`src/rtl/hb_pkg.sv`:
```
package hb_pkg;

  typedef enum logic [1:0] {PH_IDLE, PH_ISSUE, PH_FETCH, PH_ACK} phase_e;

  typedef enum logic [2:0] {
    TGT_CTRL, TGT_MODE, TGT_DREAD, TGT_NONE, TGT_DMEM, TGT_CMEM
  } tgt_e;

  localparam int REG_CTRL  = 0;
  localparam int REG_MODE  = 1;
  localparam int REG_DREAD = 2;

  // Map a captured address and the live memory select onto a target.
  function automatic tgt_e decode_target(input logic win, input int low,
                                         input int msel, input int ncm);
    tgt_e t;
    if (!win) begin
      case (low)
        REG_CTRL:  t = TGT_CTRL;
        REG_MODE:  t = TGT_MODE;
        REG_DREAD: t = TGT_DREAD;
        default:   t = TGT_NONE;
      endcase
    end else if (msel == 0) begin
      t = TGT_DMEM;
    end else if (msel <= ncm) begin
      t = TGT_CMEM;
    end else begin
      t = TGT_NONE;
    end
    return t;
  endfunction

  function automatic logic is_read_only(input tgt_e t);
    return (t == TGT_DMEM) || (t == TGT_DREAD);
  endfunction

endpackage

```
`src/rtl/hb_sync.sv`:
```
module hb_sync #(
  parameter int STAGES = 2
) (
  input  logic clk,
  input  logic rst_n,
  input  logic din,
  output logic dout
);
  logic [STAGES-1:0] sh;

  always_ff @(posedge clk or negedge rst_n) begin
    if (!rst_n) sh <= '1;
    else        sh <= {sh[STAGES-2:0], din};
  end

  assign dout = sh[STAGES-1];
endmodule

```
`src/rtl/hb_handshake.sv`:
```
module hb_handshake
  import hb_pkg::*;
(
  input  logic   clk,
  input  logic   rst_n,
  input  logic   sel_s,
  input  logic   ds_rel_s,
  output logic   start,
  output logic   issue,
  output logic   fetch,
  output logic   ack_n
);
  phase_e ph, ph_nx;

  always_comb begin
    ph_nx = ph;
    case (ph)
      PH_IDLE:  if (sel_s) ph_nx = PH_ISSUE;
      PH_ISSUE: ph_nx = PH_FETCH;
      PH_FETCH: ph_nx = PH_ACK;
      PH_ACK:   if (ds_rel_s) ph_nx = PH_IDLE;
      default:  ph_nx = PH_IDLE;
    endcase
  end

  always_ff @(posedge clk or negedge rst_n) begin
    if (!rst_n) ph <= PH_IDLE;
    else        ph <= ph_nx;
  end

  assign start = (ph == PH_IDLE) && sel_s;
  assign issue = (ph == PH_ISSUE);
  assign fetch = (ph == PH_FETCH);
  assign ack_n = (ph != PH_ACK);
endmodule

```
`src/rtl/hb_regs.sv`:
```
module hb_regs
  import hb_pkg::*;
#(
  parameter int DATA_W = 16,
  parameter int CTRL_W = 9
) (
  input  logic              clk,
  input  logic              rst_n,
  input  logic              wr_en,
  input  tgt_e              tgt,
  input  logic [DATA_W-1:0] wdata,
  input  logic              dread_ld,
  input  logic [DATA_W-1:0] dread_val,
  output logic [CTRL_W-1:0] ctrl_q,
  output logic [DATA_W-1:0] mode_q,
  output logic [DATA_W-1:0] rd_val
);
  logic [DATA_W-1:0] dread_q;

  always_ff @(posedge clk or negedge rst_n) begin
    if (!rst_n) begin
      ctrl_q  <= '0;
      mode_q  <= '0;
      dread_q <= '0;
    end else begin
      if (wr_en && tgt == TGT_CTRL) ctrl_q <= wdata[CTRL_W-1:0];
      if (wr_en && tgt == TGT_MODE) mode_q <= wdata;
      if (dread_ld) dread_q <= dread_val;
    end
  end

  always_comb begin
    case (tgt)
      TGT_CTRL:  rd_val = DATA_W'(ctrl_q);
      TGT_MODE:  rd_val = mode_q;
      TGT_DREAD: rd_val = dread_q;
      default:   rd_val = '0;
    endcase
  end
endmodule

```
`src/rtl/hb_memwin.sv`:
```
module hb_memwin
  import hb_pkg::*;
#(
  parameter int DATA_W   = 16,
  parameter int MEM_AW   = 12,
  parameter int MSEL_W   = 3,
  parameter int NUM_CMEM = 2
) (
  input  logic                       issue,
  input  logic                       rw,
  input  tgt_e                       tgt,
  input  logic [MSEL_W-1:0]          msel,
  input  logic [MEM_AW-1:0]          win_addr,
  input  logic [DATA_W-1:0]          wdata,
  output logic                       dm_rd_en,
  output logic [MEM_AW-1:0]          dm_addr,
  input  logic [DATA_W-1:0]          dm_rdata,
  output logic [NUM_CMEM-1:0]        cm_we,
  output logic [NUM_CMEM-1:0]        cm_re,
  output logic [MEM_AW-1:0]          cm_addr,
  output logic [DATA_W-1:0]          cm_wdata,
  input  logic [NUM_CMEM*DATA_W-1:0] cm_rdata,
  output logic [DATA_W-1:0]          win_rdata
);
  assign dm_rd_en = issue && rw && (tgt == TGT_DMEM);
  assign dm_addr  = win_addr;
  assign cm_addr  = win_addr;
  assign cm_wdata = wdata;

  for (genvar k = 0; k < NUM_CMEM; k++) begin : g_cm
    logic hit;
    assign hit      = (tgt == TGT_CMEM) && (int'(msel) == k + 1);
    assign cm_we[k] = issue && !rw && hit;
    assign cm_re[k] = issue && rw && hit;
  end

  always_comb begin
    win_rdata = '0;
    if (tgt == TGT_DMEM) win_rdata = dm_rdata;
    for (int k = 0; k < NUM_CMEM; k++) begin
      if (tgt == TGT_CMEM && int'(msel) == k + 1)
        win_rdata = cm_rdata[k*DATA_W +: DATA_W];
    end
  end
endmodule

```
`src/rtl/hb_decoder.sv`:
```
module hb_decoder
  import hb_pkg::*;
#(
  parameter int ADDR_W      = 8,
  parameter int DATA_W      = 16,
  parameter int STREAM_W    = 5,
  parameter int MSEL_W      = 3,
  parameter int NUM_CMEM    = 2,
  parameter int SYNC_STAGES = 2,
  localparam int CHAN_W     = ADDR_W - 1,
  localparam int MEM_AW     = STREAM_W + CHAN_W,
  localparam int CTRL_W     = STREAM_W + MSEL_W + 1
) (
  input  logic                       clk,
  input  logic                       rst_n,
  input  logic                       bus_cs_n,
  input  logic                       bus_ds_n,
  input  logic                       bus_rw,
  input  logic [ADDR_W-1:0]          bus_addr,
  input  logic [DATA_W-1:0]          bus_wdata,
  output logic [DATA_W-1:0]          bus_rdata,
  output logic                       bus_rdata_oe,
  output logic                       bus_ack_n,
  output logic                       blk_prog,
  output logic [DATA_W-1:0]          dev_mode,
  output logic                       dm_rd_en,
  output logic [MEM_AW-1:0]          dm_addr,
  input  logic [DATA_W-1:0]          dm_rdata,
  output logic [NUM_CMEM-1:0]        cm_we,
  output logic [NUM_CMEM-1:0]        cm_re,
  output logic [MEM_AW-1:0]          cm_addr,
  output logic [DATA_W-1:0]          cm_wdata,
  input  logic [NUM_CMEM*DATA_W-1:0] cm_rdata
);
  // Named internal events, also watched by the bound checker.
  logic cs_s, ds_s, sel_s, ds_rel_s;
  logic start, issue, fetch;
  logic ro_write;

  logic [ADDR_W-1:0] addr_q;
  logic              rw_q;
  logic [DATA_W-1:0] wdata_q;
  logic [DATA_W-1:0] rdata_q;

  logic [CTRL_W-1:0]   ctrl_q;
  logic [STREAM_W-1:0] stream;
  logic [MSEL_W-1:0]   msel;
  tgt_e                tgt;
  logic [MEM_AW-1:0]   win_addr;
  logic [DATA_W-1:0]   reg_rd, win_rd;

  hb_sync #(.STAGES(SYNC_STAGES)) u_sync_cs (
    .clk(clk), .rst_n(rst_n), .din(bus_cs_n), .dout(cs_s));
  hb_sync #(.STAGES(SYNC_STAGES)) u_sync_ds (
    .clk(clk), .rst_n(rst_n), .din(bus_ds_n), .dout(ds_s));

  assign sel_s    = !cs_s && !ds_s;
  assign ds_rel_s = ds_s;

  hb_handshake u_hs (
    .clk(clk), .rst_n(rst_n), .sel_s(sel_s), .ds_rel_s(ds_rel_s),
    .start(start), .issue(issue), .fetch(fetch), .ack_n(bus_ack_n));

  always_ff @(posedge clk or negedge rst_n) begin
    if (!rst_n) begin
      addr_q  <= '0;
      rw_q    <= 1'b0;
      wdata_q <= '0;
    end else if (start) begin
      addr_q  <= bus_addr;
      rw_q    <= bus_rw;
      wdata_q <= bus_wdata;
    end
  end

  assign stream   = ctrl_q[STREAM_W-1:0];
  assign msel     = ctrl_q[STREAM_W +: MSEL_W];
  assign blk_prog = ctrl_q[CTRL_W-1];
  assign tgt      = decode_target(addr_q[ADDR_W-1], int'(addr_q[CHAN_W-1:0]),
                                  int'(msel), NUM_CMEM);
  assign win_addr = {stream, addr_q[CHAN_W-1:0]};
  assign ro_write = issue && !rw_q && is_read_only(tgt);

  hb_regs #(.DATA_W(DATA_W), .CTRL_W(CTRL_W)) u_regs (
    .clk(clk), .rst_n(rst_n),
    .wr_en(issue && !rw_q), .tgt(tgt), .wdata(wdata_q),
    .dread_ld(fetch && rw_q && tgt == TGT_DMEM), .dread_val(dm_rdata),
    .ctrl_q(ctrl_q), .mode_q(dev_mode), .rd_val(reg_rd));

  hb_memwin #(.DATA_W(DATA_W), .MEM_AW(MEM_AW), .MSEL_W(MSEL_W),
              .NUM_CMEM(NUM_CMEM)) u_win (
    .issue(issue), .rw(rw_q), .tgt(tgt), .msel(msel),
    .win_addr(win_addr), .wdata(wdata_q),
    .dm_rd_en(dm_rd_en), .dm_addr(dm_addr), .dm_rdata(dm_rdata),
    .cm_we(cm_we), .cm_re(cm_re), .cm_addr(cm_addr), .cm_wdata(cm_wdata),
    .cm_rdata(cm_rdata), .win_rdata(win_rd));

  always_ff @(posedge clk or negedge rst_n) begin
    if (!rst_n)     rdata_q <= '0;
    else if (fetch) rdata_q <= rw_q ? (reg_rd | win_rd) : '0;
  end

  assign bus_rdata    = rdata_q;
  assign bus_rdata_oe = !bus_ack_n && rw_q;
endmodule

```
`config.mk`:
```
export PLATFORM = sky130hd
export DESIGN_NAME = hb_decoder
export DESIGN_NICKNAME = d
export VERILOG_FILES = /design/src/rtl/hb_pkg.sv /design/src/rtl/hb_sync.sv /design/src/rtl/hb_handshake.sv /design/src/rtl/hb_regs.sv /design/src/rtl/hb_memwin.sv /design/src/rtl/hb_decoder.sv
export SDC_FILE = /design/constraint.sdc
export NUM_CORES = 1
export LEC_CHECK = 0
export BUFFER_PORTS_ARGS = -buffer_cell sky130_fd_sc_hd__buf_2
export CAP_MARGIN = 5
export CORE_UTILIZATION = 54
export DETAILED_ROUTE_END_ITERATION = 10
export GPL_TIMING_DRIVEN = 0
export PLACE_DENSITY = 0.9
export SLEW_MARGIN = 0
export SYNTH_ARGS = -nofsm -noshare
export SYNTH_HDL_FRONTEND = slang
export SYNTH_SLANG_ARGS = --single-unit
```
`constraint.sdc`:
```
create_clock -name clk -period 5.15 [get_ports clk]
set_clock_uncertainty 0.15 [all_clocks]
set_input_delay 0 -clock clk [delete_from_list [all_inputs] [get_ports clk]]
set_output_delay 0 -clock clk [all_outputs]
set_load 0.02 [all_outputs]
```
==> results.cfg <==
[status]
outcome = finished, final reports clean

[clocking]
clock_insertion_delay_worst_skew_ns = 0.36
cts_tree = built
tritoncts.num_buffers = 9
ctsHoldBuffers = 64
cts.reportedPaths.clkPinSlew_ns = 0.10
clock-sinks = 88
buffer_type_at_the_clock_tree_root = sky130_fd_sc_hd__clkbuf_8
ctsHtreeMaxLevel = 3
cts.repair_timing.setup_buffer_count = 0
cts.repair.resized = 0
cts_buffer_depth = 2

[drt]
drt_drc_violations_left = 0
viasPerCell = 5.631
totalWireLength_um = 13220
dr_total_vias = 3863
wl_per_cell_um = 19.27
drt_pass1_iterations = 5
drt.antenna.violating_nets = 0
number_of_drc_markers_after_the_initial_detailed_route_iteration = 227

[timing]
finalHoldWorstSlack_ns = 0.02284
postLayoutSetupSlackWorst_ns = 1.969
fmaxAchievable_mhz = 314.3
rsz_0062_raised_after_global_routing = no
setup-tns-final_ns = 0
finalCritPeriodShare = 0.6178
max-slew-margin-rel = 0.1935
timing.final.crit_period_ns = 3.181
final_hold_fails = 0
tightest_slew_ns = 1.199
setup_viol = 0
drv_slew = 0

[final_layout]
areaGrowthSynthToFinish_pct = 40.98
antenna-diode-count = 0
drive_gt1_frac = 0.4983
n_fill_cell = 460
final_core_util = 0.7930
final_net_count = 661
instances_no_fill = 686

[setup_path]
cp_slowest_cell = sky130_fd_sc_hd__nor3b_1
crit_buf_inv = 2
r2r_cells = 5
wp_data_arrival_ns = 3.31
worstPathCellList = clkbuf_1, nor3b_1, a221oi_1, dlygate4sd3_1, a21oi_1
required_ns = 5.28
capture_point_of_the_worst_reg_to_reg_path = bus_rdata[0]
startpoint_type = register
critPathMaxFanout = 10
reg2reg_setup_slack_ns = 1.97
crit_path_end_kind = register
cp_slowest_stage_delay_ns = 1.02
critPathLaunch = u_regs.ctrl_q[6]
timing_worst_setup_path_type = register to register
top_delay_family_on_crit_path = simple AND/OR/NAND/NOR gates
crit-reg2reg-launch = u_regs.ctrl_q[6]

[logic_synthesis]
synth-seq-area-share = 0.5052
synthesis.nets = 429
synth_top_area_frac = 0.4811
predominant_post_synthesis_flop_cell = sky130_fd_sc_hd__dfrtp_1
post-synth-top-area-cell = sky130_fd_sc_hd__dfrtp_1
synth.avg_cell_area_um2 = 12.59
synth_edf_count = 0
post_synth_main_area_contributors = sky130_fd_sc_hd__dfrtp_1 (48%), sky130_fd_sc_hd__mux2_2 (18%), sky130_fd_sc_hd__buf_4 (4.1%)
ys_seq_elements = 88
postSynth.asyncResetShare = 1.000
synth_warnings = 0
yosysMostFrequentCell = sky130_fd_sc_hd__dfrtp_1
synth_area_um2 = 4369
synth.cells.most_frequent = sky130_fd_sc_hd__dfrtp_1 (84), sky130_fd_sc_hd__mux2_2 (69), sky130_fd_sc_hd__buf_4 (24), sky130_fd_sc_hd__o21ai_0 (20), sky130_fd_sc_hd__a22oi_1 (19)
syn-instance-count = 347
ys_types = 38

[die]
dieArea_um2 = 8455
floorplan.initialDensity = 0.5625
ios = 157
die-width_um = 91.95
placeableCoreArea_um2 = 7767
floorplan.die.height_um = 91.95
std_cell_rows = 32

[placed_design]
placed_cell_count = 606
gp_routability_congestion = 0.7908
placement.io_buffers = 156
place_ws_ns = 2.443
dp_hpwl_um = 8748

[global_route]
globalRouteOverflowTotal = 0
antenna_violations_before_repair = 0
grt_start_max_net_pins = 74
grt_first_pass_wirelength_um = 20470
first_global_vias = 4049
grtUsageTotal = 0.3208

[power]
ir_worst_vdd_uv = 387.7
power.density_cell_area_nw_per_um2 = 506.1
cellLeakagePower_uw = 0.003009

[hold_path]
hp-start = cm_rdata[15]
hp-class = input port to register
timing.hold.worst_path_depth = 5
holdPathEnd = bus_rdata[15]

[flow_run]
max_cap_viol_count = 0
cells in the final DEF, fill, tap and decap left out, types with 7 or more instances in the layout:
cell,n
sky130_fd_sc_hd__mux2_2,69
sky130_fd_sc_hd__nor2_1,7
sky130_fd_sc_hd__mux2i_1,9
sky130_fd_sc_hd__dlygate4sd3_1,64
sky130_fd_sc_hd__buf_4,25
sky130_fd_sc_hd__buf_2,156
sky130_fd_sc_hd__a21oi_1,15
sky130_fd_sc_hd__clkbuf_1,12
sky130_fd_sc_hd__mux2_4,10
sky130_fd_sc_hd__clkbuf_8,10
sky130_fd_sc_hd__inv_1,7
sky130_fd_sc_hd__a22oi_1,19
sky130_fd_sc_hd__o21ai_0,20
sky130_fd_sc_hd__dfrtp_1,84
sky130_fd_sc_hd__nand3b_1,8
sky130_fd_sc_hd__a221oi_1,7
where the power goes:
group / switching (µW) / internal (µW)
Combinational: 782 / 653
Clock: 267 / 244
Sequential: 225 / 945
Total: 1270 / 1840
how the worst max path moves through the flow:
stage	endpoint	slack [ns]	cells past startpoint
floorplan	u_regs.mode_q[0]	2.91	6
global placement	wdata_q[3]	2.51	5
detailed placement	wdata_q[4]	2.44	5
CTS	bus_rdata[0]	2.14	5
global route	bus_rdata[1]	1.93	5
finish	bus_rdata[0]	1.97	5
flip-flops by register name, summed over array words and instances, names as in the netlist, 8 cells and up:
signal,cells
wdata_q,16
addr_q,8
u_regs.dread_q,16
u_regs.mode_q,16
u_regs.ctrl_q,9
bus_rdata,16
logic make-up after synthesis:
kind of cell / Yosys count / share of synthesized area
AOI/OAI and AO/OA: 69 / 0.1017
adders and majority gates: 5 / 0.01432
DFF: 88 / 0.5052
and+or+nand+nor: 47 / 0.07331
buffers and inverters: 50 / 0.07273
muxes: 88 / 0.2328
metrics by stage:
step,instance area (µm²),power [µW]
finish,6160,3117
global route,6160,3270
CTS,6160,3081
detailed placement,5308,2510
global placement,5278,2433
floorplan,4369,2042
routing by layer:
| metal | track usage | wire, µm | up-vias |
|---|---|---|---|
| met3 | 0.07297 | 876 | 49 |
| met4 | 0.1667 | 520 | 0 |
| met1 | 0.3756 | 5022 | 1914 |
| met2 | 0.5498 | 6801 | 187 |
| met5 | 0 | 0 | - |
| li1 | - | - | 1713 |
area by class of cell:
cell class | instances | area [µm²] | area share
Buffer | 42 | 287.8 | 0.04672
Inverter | 8 | 30.03 | 0.004875
Multi-Input combinational cell | 209 | 1844 | 0.2994
Clock inverter | 6 | 73.82 | 0.01198
Sequential cell | 88 | 2207 | 0.3583
Timing Repair Buffer | 221 | 1451 | 0.2356
Clock buffer | 10 | 137.6 | 0.02234
Tap cell | 102 | 127.6 | 0.02072
worst register-to-register path: cells and delay by family, from the launching register on:
family                 cells  cell delay, ns
and+or+nand+nor            1            1.02
buffers and inverters      2            0.98
DFF                        1            0.48
AOI/OAI and AO/OA          2            0.47
No activity file was read; power rests on OpenSTA's default activity.
